### src/rtl/scp_pkg.sv
package scp_pkg;
  // Strobes that the control module sends to the datapath each cycle.
  typedef struct packed {
    logic loadByte;    // store byteData into the lane selected by the pointer
    logic commitLoad;  // final byte: replace the count with the assembled value
    logic decrement;   // lower the count by one
  } scpStrobes_t;
endpackage

### src/rtl/scpDatapath.sv
module scpDatapath
  import scp_pkg::*;
#(
  parameter int BYTE_W    = 8,
  parameter int NUM_BYTES = 4
) (
  input  logic                         clk,
  input  logic                         rstN,
  input  scpStrobes_t                  strb,
  input  logic [$clog2(NUM_BYTES)-1:0] wrPtr,
  input  logic [BYTE_W-1:0]            byteData,
  output logic                         cntIsZero,
  output logic                         cntIsOne
);
  localparam int CNT_W = BYTE_W * NUM_BYTES;
  localparam int PTR_W = $clog2(NUM_BYTES);

  logic [CNT_W-1:0] assembled;
  logic [CNT_W-1:0] cntQ;

  // Holding registers for every byte except the last one.
  // The last byte goes straight from byteData into the count.
  genvar g;
  for (g = 0; g < NUM_BYTES - 1; g++) begin : gLane
    logic [BYTE_W-1:0] laneReg;
    always_ff @(posedge clk or negedge rstN) begin
      if (!rstN)
        laneReg <= '0;
      else if (strb.loadByte && wrPtr == PTR_W'(g))
        laneReg <= byteData;
    end
    assign assembled[g*BYTE_W +: BYTE_W] = laneReg;
  end
  assign assembled[CNT_W-1 -: BYTE_W] = byteData;

  always_ff @(posedge clk or negedge rstN) begin
    if (!rstN)
      cntQ <= '0;
    else if (strb.commitLoad)
      cntQ <= assembled;
    else if (strb.decrement)
      cntQ <= cntQ - CNT_W'(1);
  end

  assign cntIsZero = (cntQ == '0);
  assign cntIsOne  = (cntQ == CNT_W'(1));

  AST_STEP_ONE: assert property (@(posedge clk) disable iff (!rstN)
    strb.decrement && !strb.commitLoad |=> cntQ == $past(cntQ) - CNT_W'(1));

  AST_HOLD_ZERO: assert property (@(posedge clk) disable iff (!rstN)
    cntIsZero && !strb.commitLoad |=> cntIsZero);

  AST_LOAD_FREEZE: assert property (@(posedge clk) disable iff (!rstN)
    wrPtr != '0 && !strb.commitLoad |=> $stable(cntQ));
endmodule

### src/rtl/scpCtrl.sv
module scpCtrl
  import scp_pkg::*;
#(
  parameter int NUM_BYTES = 4
) (
  input  logic                         clk,
  input  logic                         rstN,
  input  logic                         byteWrEn,
  input  logic                         pulseStb,
  input  logic                         cntEnable,
  input  logic                         irqClr,
  input  logic                         cntIsZero,
  input  logic                         cntIsOne,
  output scpStrobes_t                  strb,
  output logic [$clog2(NUM_BYTES)-1:0] wrPtr,
  output logic                         irqFlag,
  output logic                         tcTrigger
);
  localparam int PTR_W = $clog2(NUM_BYTES);
  localparam logic [PTR_W-1:0] LAST_PTR = PTR_W'(NUM_BYTES - 1);

  logic loadIdle;
  logic reachZero;

  assign loadIdle        = (wrPtr == '0) && !byteWrEn;
  assign strb.loadByte   = byteWrEn && (wrPtr != LAST_PTR);
  assign strb.commitLoad = byteWrEn && (wrPtr == LAST_PTR);
  assign strb.decrement  = pulseStb && cntEnable && loadIdle && !cntIsZero;
  assign reachZero       = strb.decrement && cntIsOne;

  always_ff @(posedge clk or negedge rstN) begin
    if (!rstN)
      wrPtr <= '0;
    else if (byteWrEn)
      wrPtr <= (wrPtr == LAST_PTR) ? '0 : wrPtr + PTR_W'(1);
  end

  always_ff @(posedge clk or negedge rstN) begin
    if (!rstN) begin
      irqFlag   <= 1'b0;
      tcTrigger <= 1'b0;
    end else begin
      tcTrigger <= reachZero;
      if (reachZero)
        irqFlag <= 1'b1;
      else if (irqClr)
        irqFlag <= 1'b0;
    end
  end

  AST_PTR_WRAP: assert property (@(posedge clk) disable iff (!rstN)
    byteWrEn && wrPtr == LAST_PTR |=> wrPtr == '0);

  AST_IRQ_STICKY: assert property (@(posedge clk) disable iff (!rstN)
    irqFlag && !irqClr |=> irqFlag);

  AST_TRIG_SETS_IRQ: assert property (@(posedge clk) disable iff (!rstN)
    tcTrigger |-> irqFlag);

  AST_TRIG_SINGLE: assert property (@(posedge clk) disable iff (!rstN)
    tcTrigger |=> !tcTrigger);
endmodule

### src/rtl/scanPulseCounter.sv
module scanPulseCounter
  import scp_pkg::*;
#(
  parameter int BYTE_W    = 8,
  parameter int NUM_BYTES = 4
) (
  input  logic              clk,
  input  logic              rstN,
  input  logic              byteWrEn,
  input  logic [BYTE_W-1:0] byteData,
  input  logic              pulseStb,
  input  logic              cntEnable,
  input  logic              irqClr,
  output logic              termCount,
  output logic              irqFlag,
  output logic              tcTrigger
);
  localparam int PTR_W = $clog2(NUM_BYTES);

  scpStrobes_t      strb;
  logic [PTR_W-1:0] wrPtr;
  logic             cntIsZero;
  logic             cntIsOne;

  scpCtrl #(.NUM_BYTES(NUM_BYTES)) u_ctrl (
    .clk       (clk),
    .rstN      (rstN),
    .byteWrEn  (byteWrEn),
    .pulseStb  (pulseStb),
    .cntEnable (cntEnable),
    .irqClr    (irqClr),
    .cntIsZero (cntIsZero),
    .cntIsOne  (cntIsOne),
    .strb      (strb),
    .wrPtr     (wrPtr),
    .irqFlag   (irqFlag),
    .tcTrigger (tcTrigger)
  );

  scpDatapath #(.BYTE_W(BYTE_W), .NUM_BYTES(NUM_BYTES)) u_dp (
    .clk       (clk),
    .rstN      (rstN),
    .strb      (strb),
    .wrPtr     (wrPtr),
    .byteData  (byteData),
    .cntIsZero (cntIsZero),
    .cntIsOne  (cntIsOne)
  );

  assign termCount = cntEnable && cntIsZero;
endmodule

### config.mk
export PLATFORM = sky130hd
export DESIGN_NAME = scanPulseCounter
export DESIGN_NICKNAME = d
export VERILOG_FILES = /design/src/rtl/scp_pkg.sv /design/src/rtl/scpDatapath.sv /design/src/rtl/scpCtrl.sv /design/src/rtl/scanPulseCounter.sv
export SDC_FILE = /design/constraint.sdc
export NUM_CORES = 1
export LEC_CHECK = 0
export BUFFER_PORTS_ARGS = -buffer_cell sky130_fd_sc_hd__buf_2
export CELL_PAD_IN_SITES_DETAIL_PLACEMENT = 1
export CELL_PAD_IN_SITES_GLOBAL_PLACEMENT = 2
export CORE_MARGIN = 1
export CORE_UTILIZATION = 45
export CTS_BUF_LIST = sky130_fd_sc_hd__clkbuf_4 sky130_fd_sc_hd__clkbuf_8
export DETAILED_ROUTE_END_ITERATION = 16
export GPL_TIMING_DRIVEN = 0
export MAX_ROUTING_LAYER = met4
export PLACE_DENSITY = 0.95
export SLEW_MARGIN = 20
export SYNTH_ARGS = -nofsm -noshare
export SYNTH_HDL_FRONTEND = slang
export SYNTH_SLANG_ARGS = --single-unit
### constraint.sdc
create_clock -name clk -period 7 [get_ports clk]
set_input_delay 0.35 -clock clk [delete_from_list [all_inputs] [get_ports clk]]
set_output_delay 0.35 -clock clk [all_outputs]
set_load 0.1 [all_outputs]
==> results of run 1 <==
==> critical path, stage by stage, from the launching register on <==
cell and delay, ns:
dfrtp_1 0.44, inv_1 0.09, ha_1 0.23, or4b_1 0.45
buf_2 0.17, or3_1 0.33, buf_6 0.15, nor3_1 0.14
buf_2 0.46
==> flip-flops by register name (all words and copies together) (netlist names) <==
| register | count |
|---|---|
| u_ctrl.irqFlag | 1 |
| u_ctrl.tcTrigger | 1 |
| u_ctrl.wrPtr | 2 |
| u_dp.cntQ | 32 |
| u_dp.gLane.laneReg | 24 |
==> placed cells by master, fill, tap and decap left out, types with 5 or more instances in the layout <==
cell / n
nand3_1: 12
o41ai_1: 5
mux2_2: 24
clkbuf_8: 12
nor3_1: 12
nand2_1: 39
nor4_1: 7
o311ai_0: 7
dfrtp_1: 60
or3_1: 6
ha_1: 6
o211ai_1: 9
o21ai_0: 14
a21o_1: 6
buf_2: 18
inv_1: 10
nor2_1: 14
a21oi_1: 5
==> report_power, final <==
group / internal (mW) / total (mW) / leakage (nW) / switching, mW
logic: 0.219 / 0.489 / 0.690 / 0.270
registers: 0.506 / 0.651 / 0.737 / 0.145
clock network: 0.161 / 0.306 / 0.0951 / 0.145
==> routing by layer <==
layer  global-route usage [%]  up-vias  part of all wire, %
met5                        -        -                    0
met4                    11.97        0                  2.3
met3                    5.486       17                  5.2
met2                    45.60       74                   48
met1                    38.58     1410                   44
li1                         -     1226                    -
==> logic make-up (layout without fill, tap and decap cells) <==
kind of cell	Yosys count	in the layout
adders and majority gates	6	6
and+or+nand+nor	117	117
DFF	60	60
buffers and inverters	23	55
muxes	24	24
AOI/OAI and AO/OA	77	77
==> stage by stage <==
stage / total power, mW / setup slack, ns / hold WS [ns]
after CTS: 1.443 / 3.822 / 0.1146
after floorplan: 0.9650 / 2.936 / 0.05441
final: 1.446 / 3.846 / 0.05501
after detailed placement: 1.133 / 4.033 / 0.4691
after global placement: 1.093 / 4.042 / 0.4580
after global routing: 1.535 / 3.623 / 0.1452
==> final cells by class <==
type	count	area, um2	area share, %
inverters	10	37.54	1.057
flip-flops and latches	60	1501	42.28
plain buffers	13	83.83	2.361
clock buffers	13	172.7	4.863
clock inverters	3	20.02	0.5638
multi-input cells	224	1533	43.16
well taps	96	120.1	3.383
repair buffers	16	82.58	2.326
==> final timing paths <==
kind	slack (ns)	end
worst max-delay path	3.85	termCount
worst min register to register	0.48	u_ctrl.irqFlag
max in group asynchronous	6.39	u_dp.gLane[2].laneReg[7]
min in group clk	0.26	u_ctrl.irqFlag
worst min-delay path	0.06	u_ctrl.tcTrigger
worst max register to register	3.92	u_dp.cntQ[22]
==> run metrics, run 1 <==
WL final=9573 um; Critical Path Source Type=flip-flop; Worst Setup End Kind=output pin; Worst VDD drop=213.8 uV; register area share after synthesis=47.58%; Final min period=3.154 ns; TritonRoute pass-1 iters=4; PortBufs=16; Synth top area share=47.58%; unrepaired setup endpoints after global routing=false; ys flop type=dfrtp_1; FF+latch count, synth=60; Post-Synthesis Net Count=327; Synth Area in XOR/XNOR=0%; Rel. slew slack=37.64%; per-cell routed wire length=22.01 um; post-CTS resize count=0; Post CTS Setup Buffer Count=0; # rows=30; via/cell ratio=6.269; Simple-Gate Fraction of Synth Area=18.87%; Die Footprint=7351 um2; RR Startpoint=u_dp.cntQ[0]; # hold bufs at CTS=0; Slew Limit Fails=0; starting density of the core=46.45%; gr usage total=29.53%; post-synthesis adder-cell area fraction=2.379%; Worst setup startpoint=u_dp.cntQ[0]; GRT overflow=0; Total Neg Setup Slack=0 ns; Hold Vio Cnt, Final=0; DP Area=3358 um2; Die Span Y=85.74 um; PwrDens=407.3 nW/um2; worst setup path class=reg2out; Core Util, Final=52.27%; starting DRC count in detailed routing=207; drt drc=0; syn_area_per_cell=10.28 um2; post-route cell area=3551 um2; Die W=85.74 um; Synth Instances=307; largest family of logic cells by synthesized area=simple AND/OR/NAND/NOR gates; HPWL Detailed=6757 um; Synth Area in Compound Gates=18.75%; clk_lat worst skew=0.35 ns; Boundary Pins=17; Max-cap violations=0; cells on worst reg2reg path=10; post-synthesis mux area share=8.565%; Leak=1.522 nW; Core Box Area=6794 um2; Worst Path Required=6.65 ns; Final ANT Viol Nets=0; status=finished, final reports clean; clock sinks=60; first-pass GRT wire length=15530 um; unique cell type count in the Yosys netlist=55; CTS HTree Levels=3; Layout area overhead=12.53%; layout cells sized above 1=22.12%; initial antenna violation count=0; total number of vias=2727; ys async rst share=100.0%; CTS buffer count=9; Final Setup Violations=0; Yosys top cell by area=dfrtp_1; Yosys Warn Count=0; maximum clock rate=317.1 MHz; Post-Syn Area=3156 um2; vias in the first global route=2762; Final Non-Filler Cells=435; antenna fix cells=0; largest net degree at the start of global routing=61; clk slew on worst S/H paths=0.07 ns; EDFF count, synth=0; CTS root buf=clkbuf_8; Worst-Margin Slew=0.9311 ns; most common cell in the netlist=dfrtp_1; Cells after DPL=419; critical path peak fanout=8; Final #Nets=354; Hold/Removal Path Class=in2async; filler instances=783; CTS Buffer Depth=2; Critical Path AT=2.80 ns; synth top area cells=dfrtp_1 48%, mux2_2 8.6%, nand2_1 4.6%, ha_1 2.4%, o21ai_0 2.2%; Tcrit/Tclk final=45.05%; CTS tree=built; gpl congestion=0.8648; top cells by instance count after synthesis=60 x dfrtp_1, 39 x nand2_1, 24 x mux2_2; Clock Skews=0.004767 ns
Power figures use the tool's default switching activity.
==> inputs of run 2 (changes only) <==
--- a/config.mk
+++ b/config.mk
@@ -9,12 +9,12 @@
 export CELL_PAD_IN_SITES_DETAIL_PLACEMENT = 1
 export CELL_PAD_IN_SITES_GLOBAL_PLACEMENT = 2
 export CORE_MARGIN = 1
-export CORE_UTILIZATION = 45
+export CORE_UTILIZATION = 42
 export CTS_BUF_LIST = sky130_fd_sc_hd__clkbuf_4 sky130_fd_sc_hd__clkbuf_8
 export DETAILED_ROUTE_END_ITERATION = 16
 export GPL_TIMING_DRIVEN = 0
 export MAX_ROUTING_LAYER = met4
-export PLACE_DENSITY = 0.95
+export PLACE_DENSITY = 0.92
 export SLEW_MARGIN = 20
 export SYNTH_ARGS = -nofsm -noshare
 export SYNTH_HDL_FRONTEND = slang
==> constraint.sdc (replaced) <==
create_clock -name clk -period 2.96 [get_ports clk]
set_input_delay 0.148 -clock clk [delete_from_list [all_inputs] [get_ports clk]]
set_output_delay 0.148 -clock clk [all_outputs]
set_load 0.1 [all_outputs]
==> run metrics, run 2 (synthesis results as in run 1) <==
status=finished, final reports clean; initial antenna violation count=0 (unchanged); Rel. slew slack=28.63% (-9.0 points); layout cells sized above 1=25.14% (+3.0 points); Critical-path top delay cell=or4b_1; Slew Limit Fails=0 (unchanged); HPWL Detailed=6683 um (-1.1%); Final ANT Viol Nets=0 (unchanged); CTS tree=built; critical path peak fanout=10 (+2); total number of vias=2731 (+0.15%); worst setup path class=reg2reg; Die Span Y=88.68 um (+3.4%); biggest regs=u_dp.cntQ: 32 flops, u_dp.gLane.laneReg: 24 flops, u_ctrl.wrPtr: 2 flops; via/cell ratio=6.137 (-2.1%); Levels on crit path=10 (+2); TritonRoute pass-1 iters=4 (unchanged); clk slew on worst S/H paths=0.07 ns (about the same); Final #Nets=361 (+2.0%); post-route cell area=3685 um2 (+3.8%); CTS Buffer Depth=2 (unchanged); Core Box Area=7253 um2 (+6.8%); hold path depth=3; Tcrit/Tclk final=97.24%; Clock Skews=0.008601 ns (+0.003834 ns); Critical Path Source Type=flip-flop; Biggest register=u_dp.cntQ; CP max stage delay=0.44 ns (-0.02 ns); hold_ws=0.05905 ns (+0.004040 ns); cells on worst reg2reg path=10 (unchanged); Hold/Removal Path Class=in2reg; Critical Path AT=3.12 ns (+0.32 ns); RR Startpoint=u_dp.cntQ[0]; Leak=1.574 nW (+3.4%); gr usage total=28.32% (-1.2 points); Worst Path Required=3.20 ns (-3.45 ns); starting DRC count in detailed routing=235 (+14%); Min-Delay Startpoint=byteData[6]; Buf/Inv on CP=4 (unchanged); starting density of the core=43.51% (-2.9 points); Crit path max-delay family=simple AND/OR/NAND/NOR gates; GRT overflow=0 (unchanged); Worst Setup End Kind=flip-flop; most frequent CP cell=buf_6; max reg flops=32 (unchanged); gr busiest metal=met2; PortBufs=16 (unchanged); vias in the first global route=2835 (+2.6%); Worst setup startpoint=u_dp.cntQ[0]; DP Area=3373 um2 (+0.45%); clk_lat worst skew=0.35 ns (about the same); Worst VDD drop=390.3 uV (+83%); Boundary Pins=17 (unchanged); FF/Latch Area=1503 um2 (about the same); Final Non-Filler Cells=445 (+2.3%); PwrDens=978.4 nW/um2 (+140%); # rows=31 (+3.3%); Final min period=2.878 ns; crit-path cells=inv_1, ha_4, or4b_1, buf_2, or3_1, buf_6, o31ai_4, buf_6, o21ai_0, a21o_1; gpl congestion=0.8364 (-3.3%); largest net degree at the start of global routing=61 (unchanged); CTS root buf=clkbuf_8; most frequent cells in the layout=59 x dfrtp_1, 39 x nand2_1, 24 x mux2_2; met1 Usage GRT=37.17% (-1.4 points); antenna fix cells=0 (unchanged); filler instances=828 (+5.7%); per-cell routed wire length=21.73 um (-1.3%); WL final=9668 um (+0.99%); CTS HTree Levels=3 (unchanged); Cells after DPL=422 (+0.72%); met2 usage=44.27% (-1.3 points); Die Footprint=7864 um2 (+7.0%); first-pass GRT wire length=15460 um (-0.41%); maximum clock rate=347.4 MHz; Die W=88.68 um (+3.4%); clock sinks=60 (unchanged); commonest non-fill, non-tap cell in the layout=dfrtp_1; Final Setup Violations=0 (unchanged); Hold Vio Cnt, Final=0 (unchanged); area of the multi-input gates=1574 um2 (+2.7%); drt drc=0 (unchanged); CTS buffer count=9 (unchanged); Layout area overhead=16.77%; GRT met3 Usage=5.131% (-0.36 points); Worst-Margin Slew=1.066 ns (+0.1346 ns); Max-cap violations=0 (unchanged)
run 2: changes by cell type in the layout (fill, tap and decap cells not counted), moves of 2 or more:
cell       change
nor3_4         +2
clkbuf_8       -2
bufinv_16      +2
nor3_1         -2
buf_4          +5
run 2: through the flow:
stage          setup slack, ns  setup TNS, ns  power, mW  util, %
6_report               0.08156              0      3.605    50.80
4_1_cts                0.02189              0      3.539    49.85
5_1_grt               -0.03525        -0.1711      3.846    50.80
3_5_place_dp          -0.09398        -0.3576      2.670    46.51
3_3_place_gp          -0.04350       -0.08137      2.594    46.47
2_1_floorplan           0.3866              0      2.283        -
run 2: worst paths after layout:
| check | slack [ns] | endpoint |
|---|---|---|
| min in group asynchronous | 0.42 | u_ctrl.irqFlag |
| worst max-delay path | 0.08 | u_dp.cntQ[3] |
| worst max register to register | 0.08 | u_dp.cntQ[3] |
| max in group asynchronous | 1.98 | u_dp.cntQ[0] |
| worst min register to register | 0.48 | u_ctrl.irqFlag |
| worst min-delay path | 0.06 | u_dp.cntQ[30] |
run 2: worst reg2reg max path, cell delays in order (launching register included):
cell	delay (ns)
dfrtp_2	0.43
inv_1	0.11
ha_4	0.17
or4b_1	0.44
buf_2	0.19
or3_1	0.33
buf_6	0.16
o31ai_4	0.40
buf_6	0.21
o21ai_0	0.11
a21o_1	0.23
run 2: power by group:
part           switching, mW  internal [mW]  leakage (nW)
combinational          0.672          0.554         0.733
clock                  0.353          0.495         0.105
sequential             0.333           1.20         0.736
total                   1.36           2.25          1.57
run 2: final cells by class:
cell class | count | area share, %
plain buffers | 13 | 2.275
flip-flops and latches | 60 | 40.78
repair buffers | 23 | 3.735
clock buffers | 10 | 3.735
clock inverters | 6 | 2.377
multi-input cells | 224 | 42.72
inverters | 10 | 1.019
well taps | 99 | 3.362
run 2: timing repair:
item | in CTS | in global routing
gates cloned | 0 | 1
setup endpoints to repair | 8 | 18
pin swaps | 0 | 1
hold endpoints to repair | 60 | 0
hold buffers | 1 | 0
resized for setup | 2 | 6
setup buffers | 0 | 5
run 2: metal layers:
metal / vias up / share of wire, %
li1: 1242 / -
met3: 13 / 4.7
met1: 1408 / 45
met2: 68 / 49
met4: 0 / 1.9
met5: - / 0
